===== src/rtl/edo_page_seq.sv =====
module edo_page_seq #(
  parameter int ROW_W   = 4,
  parameter int COL_W   = 4,
  parameter int DATA_W  = 16,
  parameter int LEN_W   = 2,
  parameter int T_RCD   = 2,
  parameter int T_CAS   = 2,
  parameter int T_CP    = 3,
  parameter int T_RP    = 3,
  parameter int T_RAS   = 7,
  parameter int T_OEHC  = 2,
  parameter int T_OEP   = 1,
  parameter int RD_LAT  = 1,
  parameter int OE_MODE = 1
) (
  input  logic              clk,
  input  logic              rst_n,
  input  logic              req_valid,
  output logic              req_ready,
  input  logic              req_write,
  input  logic [ROW_W-1:0]  req_row,
  input  logic [COL_W-1:0]  req_col,
  input  logic [LEN_W-1:0]  req_len,
  input  logic [DATA_W-1:0] wr_data,
  output logic              wr_take,
  output logic [DATA_W-1:0] rd_data,
  output logic              rd_valid,
  output logic              ras_n,
  output logic              cas_n,
  output logic              oe_n,
  output logic              we_n,
  output logic [((ROW_W > COL_W) ? ROW_W : COL_W)-1:0] addr,
  output logic [DATA_W-1:0] dq_out,
  output logic              dq_oe,
  input  logic [DATA_W-1:0] dq_in
);
  localparam int AW   = (ROW_W > COL_W) ? ROW_W : COL_W;
  localparam int TM0  = (T_RCD > T_CAS) ? T_RCD : T_CAS;
  localparam int TM1  = (T_CP > T_RP) ? T_CP : T_RP;
  localparam int TM2  = (TM0 > TM1) ? TM0 : TM1;
  localparam int TM3  = (T_OEP + 1 > T_OEHC) ? T_OEP + 1 : T_OEHC;
  localparam int TMAX = (TM2 > TM3) ? TM2 : TM3;
  localparam int CW   = $clog2(TMAX + 1);
  localparam int RW   = $clog2(T_RAS + 1);
  localparam logic [CW-1:0] C_RCD  = CW'(T_RCD - 1);
  localparam logic [CW-1:0] C_CAS  = CW'(T_CAS - 1);
  localparam logic [CW-1:0] C_CP   = CW'(T_CP - 1);
  localparam logic [CW-1:0] C_RP   = CW'(T_RP - 1);
  localparam logic [CW-1:0] C_RD   = CW'(RD_LAT - 1);
  localparam logic [CW-1:0] C_OEP  = CW'(T_OEP);
  localparam logic [CW-1:0] C_OEHC = CW'(T_OEHC);
  localparam logic [RW-1:0] R_LAST = RW'(T_RAS - 1);
  localparam logic [RW-1:0] R_SAT  = RW'(T_RAS);

  typedef enum logic [2:0] {S_IDLE, S_RCD, S_CASL, S_GAP, S_HOLD, S_PRE} st_t;

  st_t               st;
  logic [CW-1:0]     cnt;
  logic [RW-1:0]     ras_cnt;
  logic              wr;
  logic [ROW_W-1:0]  row;
  logic [COL_W-1:0]  col;
  logic [LEN_W-1:0]  left;
  logic [DATA_W-1:0] wdat;
  logic              ras_done;
  logic              gap_pulse, gap_hold, gap_oe;

  assign ras_done  = ras_cnt >= R_LAST;
  assign req_ready = st == S_IDLE;
  assign ras_n     = st == S_IDLE || st == S_PRE;
  assign cas_n     = st != S_CASL;
  assign we_n      = !(wr && !ras_n);
  assign dq_oe     = wr && st == S_CASL;
  assign dq_out    = wdat;
  assign wr_take   = wr && st == S_CASL && cnt == C_CAS;
  assign gap_pulse = cnt >= CW'(1) && cnt <= C_OEP;
  assign gap_hold  = cnt < C_OEHC;
  assign gap_oe    = (OE_MODE == 1) ? gap_pulse : gap_hold;
  assign oe_n      = wr ? 1'b1 :
                     (st == S_CASL) ? 1'b0 :
                     (st == S_GAP)  ? gap_oe : 1'b1;
  assign addr      = (st == S_RCD) ? AW'(row) :
                     (st == S_CASL || st == S_GAP || st == S_HOLD) ? AW'(col) : '0;

  always_ff @(posedge clk) begin
    if (!rst_n || ras_n) ras_cnt <= '0;
    else if (ras_cnt != R_SAT) ras_cnt <= ras_cnt + RW'(1);
  end

  always_ff @(posedge clk) begin
    if (!rst_n) begin
      st <= S_IDLE; cnt <= '0; wr <= 1'b0; row <= '0; col <= '0; left <= '0;
      wdat <= '0; rd_data <= '0; rd_valid <= 1'b0;
    end else begin
      rd_valid <= 1'b0;
      cnt      <= cnt + CW'(1);
      case (st)
        S_IDLE: begin
          cnt <= '0;
          if (req_valid) begin
            wr <= req_write; row <= req_row; col <= req_col; left <= req_len;
            wdat <= wr_data; st <= S_RCD;
          end
        end
        S_RCD: if (cnt == C_RCD) begin st <= S_CASL; cnt <= '0; end
        S_CASL: begin
          if (!wr && cnt == C_RD) begin rd_data <= dq_in; rd_valid <= 1'b1; end
          if (cnt == C_CAS) begin
            cnt <= '0;
            if (wr) wdat <= wr_data;
            if (left == '0) st <= ras_done ? S_PRE : S_HOLD;
            else begin
              left <= left - LEN_W'(1);
              col  <= col + COL_W'(1);
              st   <= S_GAP;
            end
          end
        end
        S_GAP:  if (cnt == C_CP) begin st <= S_CASL; cnt <= '0; end
        S_HOLD: if (ras_done) begin st <= S_PRE; cnt <= '0; end
        S_PRE:  if (cnt == C_RP) begin st <= S_IDLE; cnt <= '0; wr <= 1'b0; end
        default: st <= S_IDLE;
      endcase
    end
  end

  assert_cas_inside_ras_R1: assert property (@(posedge clk) disable iff (!rst_n)
    !cas_n |-> !ras_n);
  assert_ras_min_low_R3: assert property (@(posedge clk) disable iff (!rst_n)
    $rose(ras_n) |-> $past(ras_cnt) >= R_LAST);
  assert_drive_window_R8: assert property (@(posedge clk) disable iff (!rst_n)
    dq_oe |-> (!cas_n && !we_n && oe_n));
  assert_we_before_cas_R8: assert property (@(posedge clk) disable iff (!rst_n)
    ($fell(cas_n) && !we_n) |-> !$past(we_n));
  assert_idle_quiet_R9: assert property (@(posedge clk) disable iff (!rst_n)
    req_ready |-> (ras_n && cas_n && oe_n && we_n && !dq_oe));
  assert_read_oe_R6: assert property (@(posedge clk) disable iff (!rst_n)
    (!cas_n && we_n) |-> !oe_n);
endmodule


===== config.mk =====
export PLATFORM = sky130hd
export DESIGN_NAME = edo_page_seq
export DESIGN_NICKNAME = d
export VERILOG_FILES = /design/src/rtl/edo_page_seq.sv
export SDC_FILE = /design/constraint.sdc
export NUM_CORES = 1
export LEC_CHECK = 0
export BUFFER_PORTS_ARGS = -buffer_cell sky130_fd_sc_hd__buf_2
export CORE_MARGIN = 1.5
export CORE_UTILIZATION = 50
export DETAILED_ROUTE_END_ITERATION = 12
export PLACE_DENSITY = 0.78
export RECOVER_POWER = 25
export SLEW_MARGIN = 20
export SYNTH_ARGS = -nofsm -noshare
export SYNTH_HDL_FRONTEND = slang
export SYNTH_SLANG_ARGS = --single-unit

===== constraint.sdc =====
create_clock -name clk -period 3.01 [get_ports clk]
set_clock_uncertainty 0.1 [all_clocks]
set_input_delay 0.1505 -clock clk [delete_from_list [all_inputs] [get_ports clk]]
set_output_delay 0.1505 -clock clk [all_outputs]
set_load 0.01 [all_outputs]

==> run summary, run 1 <==
At the pin with the least slew margin, the transition time is 0.778 ns. After detailed routing, the number of remaining DRC violations is 0. Yosys printed 0 warnings. Relative to the synthesized area, the layout overhead comes to 27.5%.

The tightest min-delay check is of the primary input to flip-flop type. For the via count of the first global-routing pass, the log shows 2024. Summed over all nets, the half-perimeter wirelength after detailed placement is 3800 µm.

The clock input transition at the sequential cells of the worst setup and hold paths was 0.09 ns; the placer congestion estimate was 0.790. The final count of negative-setup-slack endpoints was 0; the leakage component of the power was 1.38 nW. In the final layout, flip-flops and latches occupy 0.00104 mm².

Counting flops with an async set or reset pin after synthesis yields a share of 0%. The switching power total was 0.385 mW. The largest driver fanout on the critical path was 19. During I/O placement, the number of pins put on the boundary was 90. The die height is 74.6 µm. The area of all placed cells without fillers was 0.00327 mm²; the number of fill cells was 403.

The tools report the signal arrival time at the worst endpoint as 2.11 ns. Cells with a size suffix above 1 make up 21.9% of the layout. The type of the worst setup path was flip-flop to primary output. The synthesized design contains 52 register bits. The flow ran to the end, and the final reports show no timing, DRC or antenna violations. The clock root buffer is clkbuf_8. The logs give 0 for the number of pins exceeding their max-slew limit in the final report and 52 for the clock sink total.

The max-slew headroom at the worst pin was 48.1%. Entering global routing, the biggest net connects 53 pins. The internal portion of total power is 1.02 mW. The category of the worst setup path launch point was a flip-flop.

Adding up every negative setup slack in the final design gives 0 ns. Final standard cell count with taps included and fillers excluded: 451. The logs give 17.8% for the relative contribution of combinational cells to total power and 0.00256 mm² for the mapped cell area. The number of nets with antenna violations after routing is 0.

Gates resized during post-CTS repair numbered 0. In this run the cell area measured after placement is 0.00298 mm². The area of the die was 0.00557 mm².

Sequential cells account for 54.0% of the total power. For this run, the leading register cell type out of synthesis is dfxtp_1. The post-synthesis sequential area ratio is 40.6%.

Once the floorplan was initialized, standard cells occupied 53.2% of the core. The fraction of power spent switching nets works out to 27.4%. Using the TritonRoute via totals, the vias-per-cell ratio works out to 5.07.

Once placement completed, the tool counted placed cells totaling 420. VDD sags by at most 0.299 mV. The synthesized netlist net count was 337; the number of flops mapped to enable cells by yosys was 0. The initialized floorplan defines 25 standard-cell rows. The floorplan step defined a core boundary enclosing 0.00482 mm².

The final critical-path share of the clock period was 78.6%. The average routed wire per standard cell came out at 12.9 µm. The floorplan die width works out to 74.6 µm. Setup repair after global routing left no endpoint under its margin. Counting every instance in the synthesized netlist gives 282. At the later pin of the worst-skew pair, clock insertion delay measures 0.30 ns.

TritonCTS built the clock tree. STA classifies the critical path endpoint as a primary output. Number of port buffers: 89. The first detailed-routing pass ran for 4 iterations. The tools report the number of failing hold endpoints at the final stage as 0. CTS built an H-tree with a depth of 2.

The footprint of the multi-input gates was 0.00137 mm²; the upper clock frequency limit was 423 MHz. The average footprint of a synthesized cell is 9.09 µm². Required time at the worst-slack endpoint: 2.76 ns. The longest clock path from root to sink contains 2 buffers. The diode insertion count for antenna repair is 0, and the number of distinct standard cells referenced by the synthesized netlist is 50. The number of nets in the final layout was 438. Dividing total power by cell area gives a power density of 430 mW/mm². Across every metal layer, demand over resource in global routing totals 20.7%.

Post-layout minimum cycle time: 2.36 ns. The initial antenna violation count was 0; the number of CTS-inserted buffers was 5. Across all layers, the routed design uses 2287 vias. After the first detailed-routing iteration, the DRC count stood at 66. The routed design has 5820 µm of wire. Across the run, the number of max-cap violations was 0. The design draws 1.41 mW. The tightest hold path in the finished design has a slack of 0.00380 ns. Clock share of power: 28.2%. The first global-routing pass estimated 8960 µm of wire. After global routing the overflow that remains totals 0.
[registers in the layout (all words and copies together) (netlist names)]
signal	flops
rd_valid	1
left	2
col	4
dq_out	16
cnt	2
wr	1
rd_data	16
ras_cnt	3
row	4
st	3
[layout by cell type (no fill, tap or decap), types with 2 or more instances in the layout]
| cell | n |
|---|---|
| clkbuf_8 | 5 |
| nor2b_1 | 25 |
| nor2_1 | 6 |
| dlygate4sd3_1 | 23 |
| mux2_2 | 2 |
| a21boi_0 | 14 |
| and2_1 | 3 |
| o211a_1 | 4 |
| a21oi_1 | 7 |
| clkbuf_1 | 25 |
| nand3_1 | 6 |
| nand3b_1 | 2 |
| o21a_1 | 3 |
| nand2b_1 | 2 |
| a31oi_1 | 3 |
| inv_1 | 7 |
| mux2i_1 | 23 |
| a21boi_1 | 5 |
| buf_2 | 65 |
| o21ai_0 | 6 |
| nand2_1 | 54 |
| dfxtp_1 | 52 |
| ha_1 | 9 |
| a22oi_1 | 6 |
[worst max-delay path: stages, from the launching register on]
cell and delay (ns):
dfxtp_1 0.79, nor2b_1 0.47, a22oi_1 0.12, o21ai_0 0.25, buf_2 0.18
[timing repair]
| item | in CTS | in global routing |
|---|---|---|
| hold endpoints to repair | 23 | 0 |
| buffers inserted | 0 | 0 |
| hold buffers | 23 | 0 |
| setup endpoints to repair | 0 | 0 |
[final timing paths]
check / start / end / slack, ns / depth (start not counted)
worst max register to register: st[1]$_SDFFE_PN0P_ / col[2]$_SDFFE_PN0P_ / 0.80 / 4
worst min-delay path: req_row[3] / row[3]$_SDFFE_PN0P_ / 0.004 / 3
worst max-delay path: st[2]$_SDFFE_PN0P_ / addr[0] / 0.65 / 4
worst min register to register: rd_data[13]$_SDFFE_PN0P_ / rd_data[13]$_SDFFE_PN0P_ / 0.36 / 2
[synth_stat cells, types with 4 or more instances]
cell,count,share of area (%)
mux2i_1,23,9.0
o211a_1,4,1.6
buf_2,6,1.2
nor2_1,6,0.88
clkbuf_1,6,0.88
nor2b_1,25,6.1
a21boi_0,14,4.1
dfxtp_1,52,41
nand3_1,6,1.2
a22oi_1,6,1.8
nand2_1,54,7.9
ha_1,9,4.4
o21ai_0,6,1.2
inv_1,7,1.0
a21oi_1,7,1.4
a21boi_1,5,1.5
[power by group through the flow]
stage / registers (mW) / logic [mW] / clock network, mW
global route: 0.765 / 0.278 / 0.432
CTS: 0.759 / 0.255 / 0.415
global placement: 0.772 / 0.225 / 0
floorplan: 0.770 / 0.160 / 0
finish: 0.760 / 0.250 / 0.396
detailed placement: 0.774 / 0.231 / 0
[area by class of cell]
cell class | instances | area share, %
multi-input combinational | 203 | 41.9
sequential | 52 | 31.9
timing repair buffer | 113 | 20.0
tap | 67 | 2.57
clock buffer | 6 | 2.22
inverter | 8 | 0.995
clock inverter | 2 | 0.498
[per-layer routing]
layer	wire length [µm]	global-route usage (%)	share of wire, %	vias to the layer above
met5	0	0	0	-
met4	70	6.67	1.2	0
met3	367	4.47	6.3	7
met2	2800	36.2	48	75
met1	2590	25.4	44	1039
li1	-	-	-	1166
[cells by family (layout without fill, tap and decap cells)]
kind of cell | after synthesis | in the layout | synth area share (%)
AO/OA/AOI/OAI | 58 | 58 | 16.6
XOR/XNOR | 1 | 1 | 0.342
adder cells (fa/ha/maj) | 9 | 9 | 4.39
buffers and inverters | 27 | 129 | 6.00
flip-flops | 52 | 52 | 40.6
multiplexers | 25 | 25 | 9.86
AND/OR/NAND/NOR | 110 | 110 | 22.2
[stage by stage]
step,setup slack [ns],utilization (%)
after floorplan,1.34,-
after CTS,0.681,68.5
after global routing,0.473,67.8
final,0.646,67.8
after global placement,0.895,61.8
after detailed placement,0.798,61.8
(Power assumes the default switching activity.)
==> inputs of run 2 (changes only) <==
==> constraint.sdc (replaced) <==
create_clock -name clk -period 2.4 [get_ports clk]
set_clock_uncertainty 0.1 [all_clocks]
set_input_delay 0.12 -clock clk [delete_from_list [all_inputs] [get_ports clk]]
set_output_delay 0.12 -clock clk [all_outputs]
set_load 0.01 [all_outputs]
==> run 2 against run 1 <==
Net effect:
- non-clock buffer count increased by 11
- setup slack got worse by 0.47 ns
- register-to-register slack got worse by 0.44 ns
- critical path depth unchanged
- wire length increased by 7.6%
- sequential power increased by 25%
- final area increased by 4.1%
- critical endpoint unchanged
- core utilization increased by 2.8 points
==> run summary, run 2 (same netlist as run 1, synthesis figures left out) <==
The tools report the signal arrival time at the worst endpoint as 2.01 ns. Category of the worst setup path launch point: a flip-flop. Global routing used 6.10% of the available met3 tracks. The top cell types in the final layout, fill and taps aside, are buf_2 (65), nand2_1 (54), dfxtp_1 (50). In the global route stage, overall resource usage came out at 22.2%.

The number of failing hold endpoints at the final stage is 0, and the floorplan die width is 74.6 µm. The logs give 39.5% for the met2 track utilization from global routing and 462 for the final standard cell count with taps included and fillers excluded. The floorplan has 25 rows.

In the routed layout, each cell is associated on average with a via count of 5.08. The path class of the lowest-slack min-delay path is primary input to flip-flop. Max-slew headroom at the worst pin: 50.1%.

Detailed placement ended at an HPWL of 3790 µm. The tightest hold path in the finished design has a slack of 0.00637 ns. The delay contributed by the slowest stage of the critical path came out at 0.58 ns. Max-cap violations in this run came to 0.

For this run, global-route usage on met1 was measured as 26.6%. The die covers 0.00557 mm². Relative to the synthesized area, the layout overhead comes to 32.7%.

At the end of the flow, the number of nets in the layout was 449. The die height came out at 74.6 µm. The logs give 0.30 ns for the clock latency reported for the late side of the worst-skew pair and 416 for the number of fill cells. Timing would allow up to 449 MHz.

Type of the worst setup path: flip-flop to primary output. The number of port buffers came out at 89. The H-tree was split into 2 levels.

The logs give 0 for the diode insertion count for antenna repair and 1.44 nW for the leakage component of the power. The initial utilization of the core area, before any placement, comes to 53.2%. Buffers inserted during clock tree synthesis total 5. No sink is reached through more buffers than the 2 on the longest clock path. The total wire length after detailed routing came out at 6260 µm. The tools report the clock root buffer as clkbuf_8. The logs give 0.798 for the placer congestion estimate and 0 for the number of nets with antenna violations after routing. The post-placement cell count was 421.

In this run, the number of DRC markers left after iteration 0 of detailed routing was 71. The logs give 0 for the aggregate global routing overflow and 53 for the largest net degree at the start of global routing. The post-layout minimum cycle time was 2.23 ns.

For the core region area, the log shows 0.00482 mm². In this run the power density over the cells is 554 mW/mm². The number of pins exceeding their max-slew limit in the final report was 0.

The final critical-path share of the clock period was 92.9%; the clock sink total was 52. Traced cell by cell, the critical path runs through nor2b_1 > a22oi_1 > o21ai_0 > buf_2. Before antenna repair, the detailed router went through 4 iterations. Post-CTS setup repair buffer count: 0. The initial antenna violation count is 0.

Setup repair after global routing left no endpoint under its margin. The largest voltage drop on the vdd net is 0.361 mV. In this run the most used layer during global routing was met2. The tools report the final count of negative-setup-slack endpoints as 0.

STA puts the critical path data required time at 2.18 ns. For this design, the slowest cell found on the critical path is dfxtp_2. Leaving out fill and tap cells, the most frequent cell in the layout is buf_2.

The slew at the pin with the worst max-slew slack came out at 0.749 ns. Detailed routing inserted a total of 2347 vias. The flow ran to the end, and the final reports show no timing, DRC or antenna violations. Fraction of layout cells with a size suffix above 1: 22.3%.

In the routed design, unresolved DRC markers number 0. Category of the worst setup path capture point: a primary output. The logs give 90 for the count of pins on the block boundary and 2126 for the via count of the first global-routing pass.

TritonCTS built the clock tree. The first global-routing pass estimated 9530 µm of wire. The average routed wire per standard cell is 13.6 µm. Largest driver fanout on the critical path: 19. After clock tree synthesis, the clock-pin slew on the worst setup and hold paths is 0.09 ns. In the final timing run, aggregate negative setup slack is 0 ns.
run 2: path summary, 6_finish.rpt:
check	from	end	slack, ns	cells after the start
worst max-delay path	st[2]$_SDFFE_PN0P_	addr[0]	0.17	4
worst min-delay path	wr_data[5]	dq_out[5]$_SDFFE_PN0P_	0.006	3
worst min register to register	rd_data[13]$_SDFFE_PN0P_	rd_data[13]$_SDFFE_PN0P_	0.36	2
worst max register to register	st[1]$_SDFFE_PN0P_	col[2]$_SDFFE_PN0P_	0.36	5
run 2: cell type report:
class | count | area, µm² | area share [%]
Clock buffer | 5 | 68.8 | 2.02
Clock inverter | 3 | 42.5 | 1.25
Inverter | 8 | 32.5 | 0.957
Multi-Input combinational cell | 203 | 1370 | 40.3
Sequential cell | 52 | 1040 | 30.7
Tap cell | 67 | 83.8 | 2.47
Timing Repair Buffer | 124 | 761 | 22.4
run 2: repair_timing:
action | in CTS | in global routing
gates resized for setup | 1 | 1
endpoints found under the hold margin | 33 | 0
hold buffers | 33 | 0
setup endpoints to repair | 1 | 4
run 2: routing by layer:
layer / wire [µm] / vias to the layer above
met5: 0 / -
met4: 59 / 0
met3: 330 / 7
met2: 3140 / 74
met1: 2740 / 1079
li1: - / 1187
run 2: through the flow:
stage	setup WS (ns)	total power, mW	utilization, %	area [µm²]
2_1_floorplan	0.734	1.17	-	2560
3_3_place_gp	0.409	1.25	62.0	2990
3_5_place_dp	0.396	1.26	62.0	2990
4_1_cts	0.123	1.90	71.2	3430
5_1_grt	0.0243	1.97	70.6	3400
6_report	0.171	1.88	70.6	3400
run 2: critical path, delay by kind of cell, from the launching register on:
family / cells / cell delay (ns)
buffers and inverters: 1 / 0.19
flip-flops: 1 / 0.58
AND/OR/NAND/NOR: 1 / 0.50
AO/OA/AOI/OAI: 2 / 0.43
run 2: power by group:
part           leakage, nW  internal, mW  switching (mW)
logic                0.959         0.176           0.157
registers            0.425         0.909          0.0449
clock network       0.0541         0.309           0.289
